File: src/rtl/sp_nan_pkg.sv
package sp_nan_pkg;

    localparam int SP_W   = 32;
    localparam int EXP_W  = 8;
    localparam int FRAC_W = SP_W - EXP_W - 1;
    localparam int CLS_W  = 3;

    typedef enum logic [CLS_W-1:0] {
        CLS_ZERO   = 3'd0,
        CLS_NORM   = 3'd1,
        CLS_DENORM = 3'd2,
        CLS_INF    = 3'd3,
        CLS_SNAN   = 3'd4,
        CLS_QNAN   = 3'd5
    } fp_class_e;

    typedef struct packed {
        logic              sign;
        logic [EXP_W-1:0]  expo;
        logic [FRAC_W-1:0] frac;
    } sp_word_t;

    localparam sp_word_t DEFAULT_NAN = sp_word_t'(32'h7FBF_FFFF);

    typedef struct packed {
        logic     valid;
        logic     sig;
        sp_word_t word;
    } nan_pick_t;

    typedef struct packed {
        logic     valid;
        sp_word_t word;
        logic     invalid;
        logic     trap;
    } nan_result_t;

    typedef struct packed {
        fp_class_e ca;
        fp_class_e cb;
        logic      nv;
        sp_word_t  word;
        logic      inv;
        logic      trap;
    } out_bundle_t;

    function automatic logic class_is_nan(fp_class_e c);
        return c >= CLS_SNAN;
    endfunction

endpackage

File: src/rtl/sp_nan_pick.sv
module sp_nan_pick
    import sp_nan_pkg::*;
(
    input  sp_word_t  op_a,
    input  sp_word_t  op_b,
    input  fp_class_e cls_a,
    input  fp_class_e cls_b,
    input  logic      dual_op,
    output nan_pick_t pick
);
    logic a_nan, b_nan, a_wins;

    always_comb begin
        a_nan  = class_is_nan(cls_a);
        b_nan  = dual_op && class_is_nan(cls_b);
        // strict compare: equal fractions fall to op_b
        a_wins = op_a.frac > op_b.frac;
        pick   = '0;
        if (a_nan && b_nan) begin
            pick.valid = 1'b1;
            pick.word  = a_wins ? op_a : op_b;
            pick.sig   = a_wins ? (cls_a == CLS_SNAN) : (cls_b == CLS_SNAN);
        end else if (a_nan) begin
            pick.valid = 1'b1;
            pick.word  = op_a;
            pick.sig   = (cls_a == CLS_SNAN);
        end else if (b_nan) begin
            pick.valid = 1'b1;
            pick.word  = op_b;
            pick.sig   = (cls_b == CLS_SNAN);
        end
    end
endmodule

File: config.mk
export PLATFORM = sky130hd
export DESIGN_NAME = sp_nan_pick
export DESIGN_NICKNAME = d
export VERILOG_FILES = /design/src/rtl/sp_nan_pkg.sv /design/src/rtl/sp_nan_pick.sv
export SDC_FILE = /design/constraint.sdc
export NUM_CORES = 1
export LEC_CHECK = 0
export BUFFER_PORTS_ARGS = -buffer_cell sky130_fd_sc_hd__buf_4
export CAP_MARGIN = 20
export CORE_MARGIN = 2
export CORE_UTILIZATION = 39
export DETAILED_ROUTE_END_ITERATION = 10
export PLACE_DENSITY = 0.92
export SYNTH_ARGS = -nofsm -noshare
export SYNTH_HDL_FRONTEND = slang
export SYNTH_SLANG_ARGS = --single-unit
File: constraint.sdc
create_clock -name vclk -period 2
set_input_delay 0.2 -clock vclk [all_inputs]
set_output_delay 0.2 -clock vclk [all_outputs]
set_load 0.05 [all_outputs]
==> results.json, run 1 <==
{
  "synth_area_um2": 1409,
  "ctsHoldBuffers": 0,
  "seq_area_frac_synth_pct": 0,
  "gp_congestion": 0.7864,
  "synth_area_leaders": "ha_1 (20%), o2bb2ai_1 (8.1%), nand2_1 (8.0%)",
  "rows": 21,
  "die_w_um": 64.11,
  "syn_inst": 203,
  "die_h_um": 64.11,
  "placed_cells": 390,
  "syn_area_per_cell_um2": 6.940,
  "post_cts_resized": 85,
  "initial_core_util_pct": 41.25,
  "ys_warn_count": 0,
  "ys_types": 34,
  "status": "aborted with a tool error",
  "dpl.hpwl_um": 6762,
  "io_pins": 105,
  "syn_nets": 297,
  "haltStage": "clock tree synthesis",
  "error": "[ERROR DPL-0038] Utilization greater than 100%, impossible to legalize",
  "yosysTopAreaCell": "ha_1",
  "port_buffers": 105,
  "post-cts-setup-buffer-count": 10,
  "pre_cts_ws_ps": -640.6,
  "synth_top_area_share_pct": 20.43
}
==> cells by family after synthesis <==
family                   after synthesis  synth area share [%]
adder cells (fa/ha/maj)               23                 20.43
buffers and inverters                 40                 12.17
AO/OA/AOI/OAI                         80                 45.91
AND/OR/NAND/NOR                       60                 21.49
==> metrics by stage <==
stage          instance area [um2]  hold slack [ps]
2_1_floorplan                 1881            571.3
3_5_place_dp                  3060            794.8
3_3_place_gp                  3060            786.6
==> synth_stat cells, drive strengths merged (4+ instances only) <==
cell,number
inv,26
o21ai,6
clkbuf,7
nand4,15
nor2,4
o211ai,9
a221o,11
a32oi,10
nand2,30
o2bb2ai,13
a21oi,13
a22o,10
buf,7
ha,23
==> run 2: changes to the inputs <==
--- a/config.mk
+++ b/config.mk
@@ -8,9 +8,9 @@
 export BUFFER_PORTS_ARGS = -buffer_cell sky130_fd_sc_hd__buf_4
 export CAP_MARGIN = 20
 export CORE_MARGIN = 2
-export CORE_UTILIZATION = 39
+export CORE_UTILIZATION = 25
 export DETAILED_ROUTE_END_ITERATION = 10
-export PLACE_DENSITY = 0.92
+export PLACE_DENSITY_LB_ADDON = 0.15
 export SYNTH_ARGS = -nofsm -noshare
 export SYNTH_HDL_FRONTEND = slang
 export SYNTH_SLANG_ARGS = --single-unit
==> constraint.sdc (replaced) <==
create_clock -name vclk -period 2.6
set_input_delay 0.26 -clock vclk [all_inputs]
set_output_delay 0.26 -clock vclk [all_outputs]
set_load 0.05 [all_outputs]
==> run 2 against run 1 <==
- the flow now finishes, with violations (negative setup slack)
- synthesized area unchanged
- synthesized cell count unchanged
==> results.json, run 2 <==
{
  "drive_above_1_share_pct": 63.79,
  "first_global_vias": 2149,
  "p_switching_mw": 0.4844,
  "clockPowerShare_pct": 0,
  "syn2layout_area_growth_pct": 138.3,
  "p_sw_share_pct": 54.55,
  "mostFrequentLayoutCells": "buf_4 (108), buf_6 (43), nand2_1 (28)",
  "die_w_um": 79.07,
  "drv_cap": 0,
  "dpl.hpwl_um": 4378,
  "syn_area_per_cell_um2": 6.940,
  "diodes": 0,
  "die_h_um": 79.07,
  "maxSlewHeadroom_pct": 69.75,
  "synth_top_area_share_pct": 20.43,
  "ir_worst_vdd_v": 0.0001523,
  "holdWs_ps": 861.3,
  "violations": "negative setup slack",
  "worstPathArrival_ps": 2390,
  "drv_slew": 0,
  "grt_setup_unrepaired": "true",
  "vias": 2255,
  "sequentialPowerShare_pct": 0,
  "syn_nets": 297,
  "hold_path.class": "input pin to primary output",
  "synth_area_um2": 1409,
  "clock_buffers": 0,
  "cpPeakStageDelay_ps": 360,
  "placed_cells": 408,
  "status": "complete, but fails checks",
  "gp_congestion": 0.7535,
  "drc": 0,
  "met1_length_um": 2918,
  "finalCritPeriodShare_pct": 102.1,
  "design.seq.count": 0,
  "initial_core_util_pct": 25.74,
  "overflow": 0,
  "crit_chain": "buf_6, inv_4, ha_4, nand4_1, buf_6, nor3_4, a221o_1, buf_6, nor2_4, o32ai_4, clkbuf_16, a221o_1, buf_6",
  "vias_per_cell": 5.369,
  "post-synth-top-count-cell": "nand2_1",
  "synthTopCellsByCount": "nand2_1 (30), inv_1 (26), ha_1 (23), nand4_1 (14)",
  "synth_area_leaders": "ha_1 (20%), o2bb2ai_1 (8.1%), nand2_1 (8.0%)",
  "p_int_mw": 0.4035,
  "slowest_stage": "a221o_1",
  "ys_types": 34,
  "dieArea_um2": 6252,
  "fmax_mhz": 376.7,
  "seq_area_frac_synth_pct": 0,
  "seq_area_um2": 0,
  "crit_required_ps": 2340,
  "pre_cts_ws_ps": -454.1,
  "fin_cells": 420,
  "drtIter0Drc": 80,
  "critical_path_class": "input pin to primary output",
  "setup_tns_ps": -464.1,
  "power_mw": 0.8880,
  "totalWireLength_um": 6590,
  "p_comb_share_pct": 100.0,
  "antenna_left": 0,
  "met2WireLength_um": 3228,
  "p_per_area_nw_per_um2": 264.5,
  "place_area_um2": 2572,
  "dr.max_layer_used": "met4",
  "yosysTopAreaCell": "ha_1",
  "fin_crit_ps": 2654,
  "ctsHoldBuffers": 0,
  "drt_pass1_iterations": 5,
  "wl_per_cell_um": 15.69,
  "wl_met3_um": 419,
  "finalHoldViolCount": 0,
  "worst_setup_path_end_kind": "primary output",
  "timing.critical_path.mode_cell": "buf_6",
  "antenna_found_initial": 0,
  "cp.buffers_inverters": 6,
  "post-route-util_pct": 61.34,
  "p_leak_nw": 1.495,
  "nets": 444,
  "setup_viol": 24,
  "port_buffers": 105,
  "path_max_fanout": 5,
  "ys_warn_count": 0,
  "finalWorstSetupSlack_ps": -54.32,
  "rows": 27,
  "cp_top_family": "compound AO/OA/AOI/OAI gates",
  "final_common_cell": "buf_4",
  "grtUsageTotal_pct": 19.08,
  "cp-start-kind": "input pin",
  "worst_slew_pin_slew_ps": 453.7,
  "grt_pass1_wl_um": 10030,
  "core_um2": 5473,
  "grt_max_degree": 24,
  "final_cell_area_um2": 3357,
  "syn_inst": 203,
  "io_pins": 105
}
-- run 2: cell type report --
type,instances,area [um2]
fillers,486,2116
inverters,26,116.4
multi-input cells,164,1718
well taps,72,90.09
repair buffers,158,1433
-- run 2: tightest hold or removal path: stages --
cell and delay, ps:
buf_4 90, o2bb2ai_2 100, buf_6 150
-- run 2: power by group through the flow --
stage          registers (mW)  clock network [mW]  logic [mW]
3_3_place_gp                0                   0       0.703
2_1_floorplan               0                   0       0.415
4_1_cts                     0                   0       0.847
5_1_grt                     0                   0       0.940
3_5_place_dp                0                   0       0.705
6_report                    0                   0       0.888
-- run 2: worst paths after layout --
path	end	cells after the start	slack, ps	from
setup / recovery	pick[13]	13	-50	op_b[17]
hold / removal	pick[4]	3	860	op_b[4]
-- run 2: logic make-up after synthesis --
logic type	share of synthesized area [%]
AO/OA/AOI/OAI	45.91
AND/OR/NAND/NOR	21.49
buffers and inverters	12.17
adder cells (fa/ha/maj)	20.43
-- run 2: repair_timing --
item / in CTS / in global routing
buffers inserted: 7 / 5
setup endpoints to repair: 33 / 33
pin swaps: 25 / 25
gates resized for setup: 95 / 33
hold endpoints to repair: 0 / 0
gates cloned: 3 / 0
-- run 2: per-layer routing --
layer	GRT usage, %	up-vias
met5	0	-
met4	0.8621	0
met3	1.705	4
met2	33.90	85
met1	26.25	1071
li1	-	1095
(Power assumes the default switching activity.)
==> run 3: changes to the inputs <==
==> constraint.sdc (replaced) <==
create_clock -name vclk -period 3.16
set_input_delay 0.316 -clock vclk [all_inputs]
set_output_delay 0.316 -clock vclk [all_outputs]
set_load 0.005 [all_outputs]
==> run 3 against run 2 <==
- the flow now finishes without violations
- cell count shrank 11%
- global-route usage is 3.2 points lower
- critical path depth decreased by 4
- sequential share of layout area stayed put
- non-clock buffer count down 45
- critical endpoint is now pick[20]
- highest routed layer is now met3
==> results.json, run 3 (synthesized netlist as in run 2, its figures left out) <==
{
  "status": "finished clean",
  "fillCellCount": 625,
  "diodes": 0,
  "drv_cap": 0,
  "vias": 1977,
  "setup_tns_ps": 0,
  "worst_slew_pin_slew_ps": 759.8,
  "dpl.hpwl_um": 4210,
  "die_h_um": 79.07,
  "cp-start-kind": "input pin",
  "p_leak_nw": 1.136,
  "seq_area_um2": 0,
  "port_buffers": 105,
  "drtIter0Drc": 75,
  "ir_worst_vdd_v": 0.00005526,
  "placed_cells": 374,
  "first_global_vias": 1895,
  "drv_slew": 0,
  "clockPowerShare_pct": 0,
  "worstPathArrival_ps": 2570,
  "p_per_area_nw_per_um2": 157.7,
  "p_sw_share_pct": 45.10,
  "p_int_mw": 0.1984,
  "fmax_mhz": 346.0,
  "finalHoldViolCount": 0,
  "overflow": 0,
  "ctsHoldBuffers": 0,
  "vias_per_cell": 5.286,
  "die_w_um": 79.07,
  "crit_chain": "buf_4, ha_1, nand4_1, nor3_1, a221o_1, nor2_2, o32ai_4, a221o_1, buf_4",
  "crit_required_ps": 2840,
  "hold_path.class": "input pin to primary output",
  "grtUsageTotal_pct": 15.91,
  "syn2layout_area_growth_pct": 62.61,
  "design.seq.count": 0,
  "drc": 0,
  "initial_core_util_pct": 25.74,
  "slowest_stage": "a221o_1",
  "drt_pass1_iterations": 4,
  "worst_setup_path_end_kind": "primary output",
  "setup_viol": 0,
  "fin_crit_ps": 2890,
  "drive_above_1_share_pct": 40.07,
  "core_um2": 5473,
  "p_comb_share_pct": 100.0,
  "final_common_cell": "buf_4",
  "wl_per_cell_um": 13.89,
  "mostFrequentLayoutCells": "buf_4 (113), nand2_1 (30), inv_1 (26)",
  "cpPeakStageDelay_ps": 410,
  "critical_path_class": "input pin to primary output",
  "grt_max_degree": 25,
  "antenna_found_initial": 0,
  "path_max_fanout": 11,
  "grt_pass1_wl_um": 8556,
  "nets": 398,
  "gp_congestion": 0.7752,
  "clock_buffers": 0,
  "io_pins": 105,
  "fin_cells": 374,
  "finalCritPeriodShare_pct": 91.47,
  "multi_input_area_um2": 1255,
  "p_switching_mw": 0.1630,
  "rows": 27,
  "antenna_left": 0,
  "sequentialPowerShare_pct": 0,
  "maxSlewHeadroom_pct": 49.01,
  "totalWireLength_um": 5196,
  "dieArea_um2": 6252,
  "grt_setup_unrepaired": "false"
}
==> run 3: changes by cell type in the layout (fill, tap and decap cells not counted), sizes merged <==
cell and delta:
o221a -1, buf -44, inv +1, clkbuf -1, clkinvlp -1
==> run 3: power groups by stage <==
| stage | registers, mW | logic, mW | clock network, mW |
|---|---|---|---|
| 3_5_place_dp | 0 | 0.362 | 0 |
| 3_3_place_gp | 0 | 0.361 | 0 |
| 5_1_grt | 0 | 0.403 | 0 |
| 2_1_floorplan | 0 | 0.169 | 0 |
| 6_report | 0 | 0.361 | 0 |
| 4_1_cts | 0 | 0.364 | 0 |
==> run 3: layer usage <==
layer  track usage (%)  vias up  share of wire, %  wire (um)
met5                 0        -                 0          0
met4                 0        0                 0          0
met3             2.273        0               8.5        443
met2             26.69       79                45       2321
met1             22.95      900                47       2431
li1                  -      998                 -          -
==> run 3: final cells by class <==
type / count / share of cell area, %
timing repair buffer: 113 / 37.03
multi-input combinational: 163 / 54.78
inverter: 26 / 4.260
tap: 72 / 3.932
==> run 3: stage by stage <==
stage	setup WS [ps]	util, %	cell area, um2	hold slack [ps]	power (mW)
2_1_floorplan	853.4	-	1409	736.8	0.1688
3_3_place_gp	199.7	41.66	2280	921.6	0.3611
3_5_place_dp	179.3	41.66	2280	921.0	0.3619
4_1_cts	174.6	41.66	2280	920.8	0.3636
5_1_grt	145.2	41.86	2291	933.0	0.4027
6_report	269.6	41.86	2291	915.5	0.3614
==> run 3: final timing paths <==
| kind | from | endpoint | slack (ps) | cells past startpoint |
|---|---|---|---|---|
| setup / recovery | op_a[18] | pick[20] | 270 | 9 |
| hold / removal | op_b[2] | pick[2] | 920 | 3 |
==> run 3: repair_timing <==
action	4_1_cts	5_1_grt
setup endpoints to repair	0	2
resized for setup	0	1
buffers inserted	0	0
==> run 3: worst max-delay path, delay by kind of cell <==
| kind | cells | cell delay (ps) |
|---|---|---|
| AOI/OAI and AO/OA | 3 | 1040 |
| and+or+nand+nor | 3 | 640 |
| adders and majority gates | 1 | 320 |
| buffers and inverters | 2 | 260 |
==> run 4: changes to the inputs <==
--- a/config.mk
+++ b/config.mk
@@ -10,7 +10,7 @@
 export CORE_MARGIN = 2
 export CORE_UTILIZATION = 25
 export DETAILED_ROUTE_END_ITERATION = 10
-export PLACE_DENSITY_LB_ADDON = 0.15
+export PLACE_DENSITY = 0.61
 export SYNTH_ARGS = -nofsm -noshare
 export SYNTH_HDL_FRONTEND = slang
 export SYNTH_SLANG_ARGS = --single-unit
==> run 4 against run 3 <==
- clock-buffer cell count unchanged
- flip-flop and latch count unchanged
- via count is 1.7% lower
- core utilization is 0.21 points lower
- hold slack better by 6.2 ps
- total power down 0.76%
- routed wire length decreased by 0.77%
==> results.json, run 4 (synthesized netlist as in run 2, its figures left out) <==
{
  "crit_required_ps": 2840,
  "overflow": 0,
  "post_cts_resized": 0,
  "cp-start-kind": "input pin",
  "grt_setup_unrepaired": "false",
  "power_mw": 0.3586,
  "maxSlewHeadroom_pct": 49.36,
  "design.seq.count": 0,
  "critical_path_class": "input pin to primary output",
  "setup_viol": 0,
  "initial_core_util_pct": 25.74,
  "p_per_area_nw_per_um2": 157.3,
  "dieArea_um2": 6252,
  "final_common_cell": "buf_4",
  "die_w_um": 79.07,
  "path_max_fanout": 12,
  "finalHoldViolCount": 0,
  "hold_path.class": "input pin to primary output",
  "seq_area_um2": 0,
  "setup_tns_ps": 0,
  "antenna_left": 0,
  "post-cts-setup-buffer-count": 0,
  "cpPeakStageDelay_ps": 460,
  "grt_pass1_wl_um": 8335,
  "gp_congestion": 0.7635,
  "core_um2": 5473,
  "fillCellCount": 572,
  "worstPathArrival_ps": 2510,
  "clock_buffers": 0,
  "slowest_stage": "nor4_1",
  "p_leak_nw": 1.135,
  "finalCritPeriodShare_pct": 89.28,
  "fin_crit_ps": 2821,
  "diodes": 0,
  "finalWorstSetupSlack_ps": 338.6,
  "drtIter0Drc": 92,
  "vias": 1943,
  "antenna_found_initial": 0,
  "grtUsageTotal_pct": 15.63,
  "cp_top_family": "simple AND/OR/NAND/NOR gates",
  "mostFrequentLayoutCells": "buf_4 (113), nand2_1 (30), inv_1 (26)",
  "io_pins": 105,
  "drv_cap": 0,
  "worst_setup_path_end_kind": "primary output",
  "fmax_mhz": 354.4,
  "fin_cells": 374,
  "drv_slew": 0,
  "dpl.hpwl_um": 4273,
  "crit_chain": "buf_4, ha_1, nand4_1, nor4_1, o21a_1, nor4_2, or2_1, o2bb2ai_1, buf_4",
  "port_buffers": 105,
  "totalWireLength_um": 5156,
  "drive_above_1_share_pct": 40.07,
  "first_global_vias": 1846,
  "syn2layout_area_growth_pct": 61.81,
  "grt_max_degree": 25,
  "drt_pass1_iterations": 4,
  "ir_worst_vdd_v": 0.00005824,
  "pre_cts_ws_ps": 318.3,
  "worst_slew_pin_slew_ps": 754.5,
  "status": "finished clean",
  "timing.critical_path.mode_cell": "buf_4",
  "wl_per_cell_um": 13.79,
  "vias_per_cell": 5.195,
  "die_h_um": 79.07,
  "drc": 0,
  "rows": 27,
  "ctsHoldBuffers": 0,
  "nets": 398,
  "placed_cells": 374,
  "cp.buffers_inverters": 2
}
run 4: final timing paths:
path / cells after the start / startpoint / end / slack, ps
setup / recovery: 9 / op_a[18] / pick[6] / 340
hold / removal: 3 / op_b[4] / pick[4] / 920
run 4: layout make-up:
class	count	area (um2)	share of cell area (%)
Multi-Input combinational cell	163	1244	54.56
Tap cell	72	90.09	3.952
Timing Repair Buffer	113	848.3	37.21
Inverter	26	97.59	4.281
run 4: through the flow:
| stage | hold WS, ps | utilization [%] | instance area, um2 |
|---|---|---|---|
| final | 921.7 | 41.66 | 2280 |
| after global placement | 924.9 | 41.66 | 2280 |
| after detailed placement | 925.5 | 41.66 | 2280 |
| after CTS | 926.5 | 41.66 | 2280 |
| after global routing | 932.9 | 41.66 | 2280 |
| after floorplan | 736.8 | - | 1409 |
run 4: per-layer routing:
metal	track usage, %	wire [um]	vias up
met3	0.7955	334	2
met5	0	0	-
met4	1.034	15	0
met2	27.03	2424	73
li1	-	-	1003
met1	22.33	2382	865
run 4: power breakdown:
| part | total, mW | internal (mW) | switching [mW] |
|---|---|---|---|
| combinational | 0.359 | 0.197 | 0.161 |
| clock | 0 | 0 | 0 |
| sequential | 0 | 0 | 0 |
